--- src/rtl/almostFlagPkg.sv ---
package almostFlagPkg;

  // programming phase after reset
  typedef enum logic [1:0] {
    PH_OPEN   = 2'd0,  // no program edge yet, no write yet
    PH_SECOND = 2'd1,  // one program edge taken, a second may follow
    PH_LOCKED = 2'd2   // offsets frozen until reset
  } progPhase_e;

  // strobes from control to the offset datapath
  typedef struct packed {
    logic loadBoth;  // write X and Y
    logic loadFull;  // write Y only
  } ofsLoad_t;

endpackage

--- src/rtl/almostFlagCtrl.sv ---
module almostFlagCtrl
  import almostFlagPkg::*;
(
  input  logic     clk,
  input  logic     rstN,
  input  logic     progEnN,
  input  logic     wrAccept,
  output ofsLoad_t loadStb
);

  progPhase_e phase, phaseNext;

  always_comb begin
    loadStb.loadBoth = rstN && !progEnN && (phase == PH_OPEN);
    loadStb.loadFull = rstN && !progEnN && (phase == PH_SECOND);
  end

  always_comb begin
    phaseNext = phase;
    unique case (phase)
      PH_OPEN: begin
        if (!progEnN)     phaseNext = PH_SECOND;  // program beats write
        else if (wrAccept) phaseNext = PH_LOCKED;
      end
      PH_SECOND: phaseNext = PH_LOCKED;  // second edge or release both lock
      default:   phaseNext = PH_LOCKED;
    endcase
  end

  always_ff @(posedge clk) begin
    if (!rstN) phase <= PH_OPEN;
    else       phase <= phaseNext;
  end

endmodule

--- src/rtl/almostFlagPath.sv ---
module almostFlagPath
  import almostFlagPkg::*;
#(
  parameter int DEPTH       = 512,
  parameter int OFS_W       = 8,
  parameter int DEFAULT_OFS = 128,
  localparam int CNT_W      = $clog2(DEPTH) + 1
) (
  input  logic             clk,
  input  logic             rstN,
  input  ofsLoad_t         loadStb,
  input  logic [OFS_W-1:0] wrData,
  input  logic [CNT_W-1:0] wordCount,
  output logic [OFS_W-1:0] aeOfs,
  output logic [OFS_W-1:0] afOfs,
  output logic             almostFlag,
  output logic             halfFull
);

  localparam logic [CNT_W-1:0] HALF_LVL  = CNT_W'(DEPTH / 2);
  localparam logic [CNT_W-1:0] DEPTH_LVL = CNT_W'(DEPTH);

  logic [CNT_W-1:0] fullEdge;
  logic             nearEmpty, nearFull;

  always_ff @(posedge clk) begin
    if (!rstN) begin
      aeOfs <= OFS_W'(DEFAULT_OFS);
      afOfs <= OFS_W'(DEFAULT_OFS);
    end else begin
      if (loadStb.loadBoth) aeOfs <= wrData;
      if (loadStb.loadBoth || loadStb.loadFull) afOfs <= wrData;
    end
  end

  always_comb begin
    fullEdge   = DEPTH_LVL - CNT_W'(afOfs);
    nearEmpty  = wordCount <= CNT_W'(aeOfs);
    nearFull   = wordCount >= fullEdge;
    almostFlag = !rstN || nearEmpty || nearFull;
    halfFull   = rstN && (wordCount >= HALF_LVL);
  end

endmodule

--- src/rtl/almostFlagUnit.sv ---
module almostFlagUnit
  import almostFlagPkg::*;
#(
  parameter int DEPTH       = 512,
  parameter int OFS_W       = 8,
  parameter int DEFAULT_OFS = 128,
  localparam int CNT_W      = $clog2(DEPTH) + 1
) (
  input  logic             clk,
  input  logic             rstN,
  input  logic             progEnN,
  input  logic [OFS_W-1:0] wrData,
  input  logic             wrAccept,
  input  logic [CNT_W-1:0] wordCount,
  output logic             halfFull,
  output logic             almostFlag,
  output logic             storeBlock
);

  ofsLoad_t         loadStb;
  logic [OFS_W-1:0] aeOfs, afOfs;

  almostFlagCtrl u_ctrl (
    .clk      (clk),
    .rstN     (rstN),
    .progEnN  (progEnN),
    .wrAccept (wrAccept),
    .loadStb  (loadStb)
  );

  almostFlagPath #(
    .DEPTH       (DEPTH),
    .OFS_W       (OFS_W),
    .DEFAULT_OFS (DEFAULT_OFS)
  ) u_path (
    .clk        (clk),
    .rstN       (rstN),
    .loadStb    (loadStb),
    .wrData     (wrData),
    .wordCount  (wordCount),
    .aeOfs      (aeOfs),
    .afOfs      (afOfs),
    .almostFlag (almostFlag),
    .halfFull   (halfFull)
  );

  assign storeBlock = loadStb.loadBoth || loadStb.loadFull;

endmodule

--- config.mk ---
export PLATFORM = sky130hd
export DESIGN_NAME = almostFlagUnit
export DESIGN_NICKNAME = d
export VERILOG_FILES = /design/src/rtl/almostFlagPkg.sv /design/src/rtl/almostFlagCtrl.sv /design/src/rtl/almostFlagPath.sv /design/src/rtl/almostFlagUnit.sv
export SDC_FILE = /design/constraint.sdc
export NUM_CORES = 1
export LEC_CHECK = 0
export BUFFER_PORTS_ARGS = -buffer_cell sky130_fd_sc_hd__buf_2
export CAP_MARGIN = 10
export CORE_MARGIN = 10
export CORE_UTILIZATION = 58
export DETAILED_ROUTE_END_ITERATION = 10
export GPL_TIMING_DRIVEN = 0
export PLACE_DENSITY = 0.84
export SKIP_CTS_REPAIR_TIMING = 1
export SYNTH_ARGS = -nofsm -noshare
export SYNTH_HDL_FRONTEND = slang
export SYNTH_SLANG_ARGS = --single-unit
--- constraint.sdc ---
create_clock -name clk -period 5.15 [get_ports clk]
set_input_delay 0.515 -clock clk [delete_from_list [all_inputs] [get_ports clk]]
set_output_delay 0.515 -clock clk [all_outputs]
set_load 0.005 [all_outputs]
==> impl_metrics.toml, run 1 <==
[yosys]
synth-main-ff-cell = "dfxtp_1"
cell_types_with_the_largest_area_share_after_synthesis = "dfxtp_1 (29%), ha_1 (19%), mux2i_1 (5.7%)"
netlist.top_cell.by_area = "dfxtp_1"
register_bit_count_reported_by_yosys = 18
synth_cell_types = 32
synth_common_cells = "ha_1 (19), dfxtp_1 (18), nand2_1 (15)"
yosys_warnings = 0
postSynth.asyncResetShare_pct = 0
library_cell_with_the_highest_instance_count_after_synthesis = "ha_1"
synth-edff-count = 0
post_synthesis_area_per_instance_um2 = 8.812
ys_seq_area_share_pct = 29.21
synth.top_cell.area_share_pct = 29.21
postSynthCellCount = 140
netlist_area_um2 = 1234
mappedNetlistNets = 181

[routing]
drt-vias-per-instance = 5.503
detail_route.wirelength_um = 2837
drtPass1Iterations = 4
routedWlPerCell_um = 14.55
dr_total_vias = 1073
antenna_left = 0
drt_iter0_markers = 51
drc = 0

[critical_path]
cp_max_fo = 5
setup.worst_path.start_class = "flop"
crit_chain = "nor3_1 > nand2b_1 > nor4_4 > xor2_1 > ha_1 > nand4_1 > o21ai_0 > nor4b_1 > o211ai_1 > buf_2"
timing.critical_path.required_ns = 4.64
setup_crit_end_kind = "primary output"
timing.setup.critical_path_class = "flop to primary output"
cp_slowest_cell = "dfxtp_1"
critPathArrivalTime_ns = 2.51
critPathMaxStageDelay_ns = 0.36

[finish]
antenna_cells_inserted = 0
nNetsFinal = 210
drive_above_1_share_pct = 19.64
layout.cell_area.non_filler_um2 = 1424
area_growth_pct = 15.42

[place]
detailed_place.area_um2 = 1388
port_buffers = 24
post-dp-hpwl_um = 2355
place_congestion = 0.8628

[clock_network]
path_clk_slew_ns = 0.10
clock-root-buffer = "clkbuf_4"
cts_num_sinks = 18
cts_htree_levels = 1
tritoncts = "done"
clock_latency_ns = 0.29
clock_path_buffers = 2
tritoncts.num_buffers = 3

[pwr]
leakage_power_nw = 0.6265
vdd_ir_drop_max_uv = 194.9
power_density_nw_per_um2 = 250.6

[timing]
max_slew_margin_pct = 69.24
timing.setup.tns_ns = 0
timing.fmax_mhz = 330.9
setup_violation_total_in_the_final_timing_report = 0
tightest_slew_ns = 0.4599
report.final.slew_viol_count = 0
final_period_minus_worst_setup_slack_ns = 3.022
grt_setup_unrepaired = "no"
min_period_over_period_pct = 58.68
worst_clock_skew_ns = 0.002024
hold_viol = 0

[grt]
grt_max_degree = 11
initial_antenna_violation_count = 0
globalRoute.totalOverflow = 0
grt_pass1_vias = 1094
grt_pass1_wl_um = 4726
total_global_route_track_usage_pct = 13.33

[floorplanning]
die-area_um2 = 4372
design.portCount = 25
initial_cell_density_of_the_core_pct = 61.62
core_area_um2 = 2002
height_of_the_die_um = 66.12
floorplan.die.width_um = 66.12
row_count = 16

[min_path]
worstHoldPathType = "input port to flop"

[job]
max-cap-violations = 0

[run_status]
run_status = "complete, no violations"
[state kept, by name (all words and copies together) (netlist names)]
register	cells
u_path.afOfs	8
u_ctrl.phase	2
u_path.aeOfs	8
[worst max-delay path, delay by kind of cell (launching register included)]
| kind | cells | cell delay (ns) |
|---|---|---|
| AO/OA/AOI/OAI | 2 | 0.21 |
| buffers and inverters | 1 | 0.14 |
| AND/OR/NAND/NOR | 5 | 1.04 |
| flip-flops | 1 | 0.36 |
| adder cells (fa/ha/maj) | 1 | 0.27 |
| XOR/XNOR | 1 | 0.19 |
[where the power goes]
group,internal [W],switching [W]
Clock,0.0000431,0.0000431
Combinational,0.0000544,0.0000579
Sequential,0.000149,0.00000962
[cells in the final DEF (no fill, tap or decap)]
cell      netlist  routed
buf_2           1      25
ha_1           19      19
dfxtp_1        18      18
nand2_1        15      15
inv_1          14      14
o21ai_0         9       9
nor2b_1         9       9
mux2i_1         7       7
nand4_1         5       5
a21oi_1         5       5
nand2b_1        4       4
xor2_1          4       4
nor3_1          3       3
o21a_1          3       3
clkbuf_4        0       3
nor2_1          2       2
or3_1           2       2
xnor2_1         2       2
nand3_1         2       2
nor4_1          2       2
o211ai_1        2       2
nand2b_4        1       1
buf_4           1       1
nor4_4          1       1
a211o_1         1       1
nor4b_1         1       1
a31oi_1         1       1
o311a_1         1       1
a221o_1         1       1
clkbuf_1        1       1
a211oi_1        1       1
nor3_4          1       1
nor3b_1         1       1
clkbuf_8        0       1
[cell type report]
class                           count  area, um^2
Multi-Input combinational cell    105       804.5
Fill cell                         173       578.1
Sequential cell                    18       360.3
Timing Repair Buffer               24       120.1
Inverter                           14       52.55
Clock buffer                        4       36.28
Tap cell                           27       33.78
Buffer                              3       16.27
[worst paths after layout]
check	from	endpoint	depth (start not counted)	slack, ns
worst min-delay path	wrData[3]	u_path.afOfs[3]$_SDFFE_PN0P_	3	0.43
worst max register to register	u_ctrl.phase[1]$_SDFFE_PN0P_	u_path.afOfs[6]$_SDFFE_PN0P_	3	3.93
worst min register to register	u_path.afOfs[3]$_SDFFE_PN0P_	u_path.afOfs[3]$_SDFFE_PN0P_	2	0.51
worst max-delay path	u_path.afOfs[2]$_SDFFE_PN0P_	almostFlag	10	2.13
[logic make-up (layout without fill, tap and decap cells)]
family / count (synthesis) / in the layout / synth area share [%]
adder cells (fa/ha/maj): 19 / 19 / 19.27
flip-flops: 18 / 18 / 29.21
AND/OR/NAND/NOR: 49 / 49 / 23.83
XOR/XNOR: 6 / 6 / 4.260
buffers and inverters: 17 / 45 / 5.578
AO/OA/AOI/OAI: 24 / 24 / 12.17
multiplexers: 7 / 7 / 5.680
[routing by layer]
metal	vias to the layer above	share of wire, %	GRT usage, %
met4	0	1.0	5.759
met1	489	47	15.62
met5	-	0	0
li1	551	-	-
met2	27	45	21.77
met3	6	7.0	4.068
[through the flow]
stage,hold WS [ns],cells,util (%),total power [W],setup slack [ns]
after global placement,0.4698,191,69.31,0.0002656,2.507
after floorplan,0.4565,140,-,0.0002391,2.755
after global routing,0.4308,195,71.13,0.0003809,1.685
after CTS,0.4234,195,71.13,0.0003588,2.091
after detailed placement,0.4906,191,69.31,0.0002730,2.416
final,0.4262,195,71.13,0.0003568,2.128
(Power assumes the default switching activity.)
==> inputs of run 2 (changes only) <==
- CORE_UTILIZATION: 58 -> 49
- PLACE_DENSITY: 0.84 -> 0.75
- clock period: 5.15 -> 2.7 ns (I/O delays scaled with it)
==> run 2 against run 1 <==
  * Non-clock buffer count up 3
  * Hold slack worse by 0.25 ns
  * Power up 96%
  * The run now ends with negative setup slack left
  * Sequential share of layout area down 0.50 points
  * Combinational power up 110%
  * Clock skew up 0.0051 ns
  * Critical path type unchanged
  * Clock power up 90%
  * Sequential power up 92%
  * Highest routed layer unchanged
  * Core utilization down 9.8 points
  * Die area up 13%
  * Largest cell class unchanged
  * Count of clock-buffer cells in the layout unchanged
==> impl_metrics.toml, run 2 (same netlist as run 1, synthesis figures left out) <==
[run_status]
run_status = "finished, violations left"
violated_checks = "negative setup slack"

[timing]
max_slew_margin_pct = 70.63
worst_clock_skew_ns = 0.007094
setup_violation_total_in_the_final_timing_report = 1
grt_setup_unrepaired = "yes"
hold_viol = 0
hold_slack_ns = 0.1798
final_setup_margin_ns = -0.001757
tightest_slew_ns = 0.4390
report.final.slew_viol_count = 0
min_period_over_period_pct = 100.1
timing.fmax_mhz = 370.1
final_period_minus_worst_setup_slack_ns = 2.702

[finish]
fillCellCount = 223
final_standard_cell_utilization_of_the_core_pct = 61.37
seq_area_um2 = 370.4
multi_input_comb_area_um2 = 837.1
nNetsFinal = 213
layout_common_cells = "buf_2 (25), ha_1 (18), nand2_1 (15)"
area_growth_pct = 20.99
antenna_cells_inserted = 0
layout.cell_area.non_filler_um2 = 1493
layout.cells.most_common = "buf_2"
reg.largest.list = "u_path.aeOfs: 8 flops, u_path.afOfs: 8 flops, u_ctrl.phase: 2 flops"
drive_above_1_share_pct = 28.07

[job]
max-cap-violations = 0

[min_path]
worstHoldPathType = "input port to flop"

[floorplanning]
initial_cell_density_of_the_core_pct = 50.72
row_count = 18
die-area_um2 = 4925
floorplan.die.width_um = 70.18
height_of_the_die_um = 70.18
core_area_um2 = 2432
design.portCount = 25

[critical_path]
setup_crit_end_kind = "primary output"
setup.worst_path.start_class = "flop"
timing.critical_path.required_ns = 2.43
cp_max_fo = 5
critPathArrivalTime_ns = 2.43
timing.setup.critical_path_class = "flop to primary output"

[clock_network]
clock-root-buffer = "clkbuf_4"
tritoncts = "done"
path_clk_slew_ns = 0.10
clock_latency_ns = 0.29
tritoncts.num_buffers = 3
cts_htree_levels = 1
clock_path_buffers = 2
cts_num_sinks = 18

[place]
post-dp-hpwl_um = 2374
port_buffers = 24
place_congestion = 0.8122
detailed_place.area_um2 = 1391

[grt]
grt_pass1_wl_um = 4560
grt_max_degree = 11
total_global_route_track_usage_pct = 10.84
initial_antenna_violation_count = 0
globalRoute.totalOverflow = 0
grt_pass1_vias = 1074

[pwr]
leakage_power_nw = 0.6508
p_total_w = 0.0007006
power_density_nw_per_um2 = 469.4
vdd_ir_drop_max_uv = 315.2

[routing]
detail_route.wirelength_um = 2875
drtPass1Iterations = 4
dr_total_vias = 1082
drc = 0
routedWlPerCell_um = 14.30
antenna_left = 0
drt-vias-per-instance = 5.383
drt_iter0_markers = 47
run 2: cell count changes in the layout (fill, tap and decap cells not counted), moves of 2 or more:
| cell | before | now |
|---|---|---|
| dfxtp_4 | 0 | 2 |
| dfxtp_2 | 0 | 2 |
| inv_2 | 0 | 2 |
| buf_4 | 1 | 4 |
| dfxtp_1 | 18 | 14 |
| inv_1 | 14 | 12 |
run 2: path summary, 6_finish.rpt:
check	startpoint	endpoint	slack (ns)	depth (start not counted)
max	u_path.afOfs[0]$_SDFFE_PN0P_	almostFlag	-0.002	11
min	wrData[5]	u_path.afOfs[5]$_SDFFE_PN0P_	0.18	3
max reg2reg	u_ctrl.phase[1]$_SDFFE_PN0P_	u_path.afOfs[4]$_SDFFE_PN0P_	1.49	4
min reg2reg	u_path.afOfs[3]$_SDFFE_PN0P_	u_path.afOfs[3]$_SDFFE_PN0P_	0.49	2
run 2: layer usage:
metal  GRT usage, %  up-vias  part of all wire [%]
li1               -      560                     -
met1          12.90      496                    46
met2          18.03       22                    48
met3          2.542        4                   4.7
met4          4.605        0                   1.6
met5              0        -                     0
run 2: critical path: stages (launching register included):
cell	delay (ns)
dfxtp_4	0.37
inv_2	0.06
ha_2	0.17
inv_1	0.07
or3_4	0.34
xnor2_2	0.14
ha_1	0.29
o21a_1	0.19
a21oi_1	0.12
o21a_1	0.14
o211ai_1	0.09
buf_2	0.14
run 2: final cells by class:
class	instances	area share (%)
plain buffers	3	1.090
clock buffers	4	2.431
inverters	14	3.521
multi-input cells	105	56.08
flip-flops and latches	18	24.81
well taps	30	2.515
repair buffers	27	9.556
run 2: per-stage QoR:
| step | TNS, ns | std cells | worst slack (ns) |
|---|---|---|---|
| after floorplan | 0 | 140 | 0.5505 |
| after global placement | 0 | 194 | 0.3057 |
| after detailed placement | 0 | 194 | 0.2353 |
| after CTS | -0.1053 | 198 | -0.1053 |
| after global routing | -0.1246 | 201 | -0.1246 |
| final | -0.001757 | 201 | -0.001757 |
run 2: where the power goes:
| group | total [W] | switching [W] | internal [W] |
|---|---|---|---|
| combinational | 0.000234 | 0.000116 | 0.000118 |
| sequential | 0.000303 | 0.0000196 | 0.000284 |
| clock | 0.000164 | 0.0000813 | 0.0000822 |
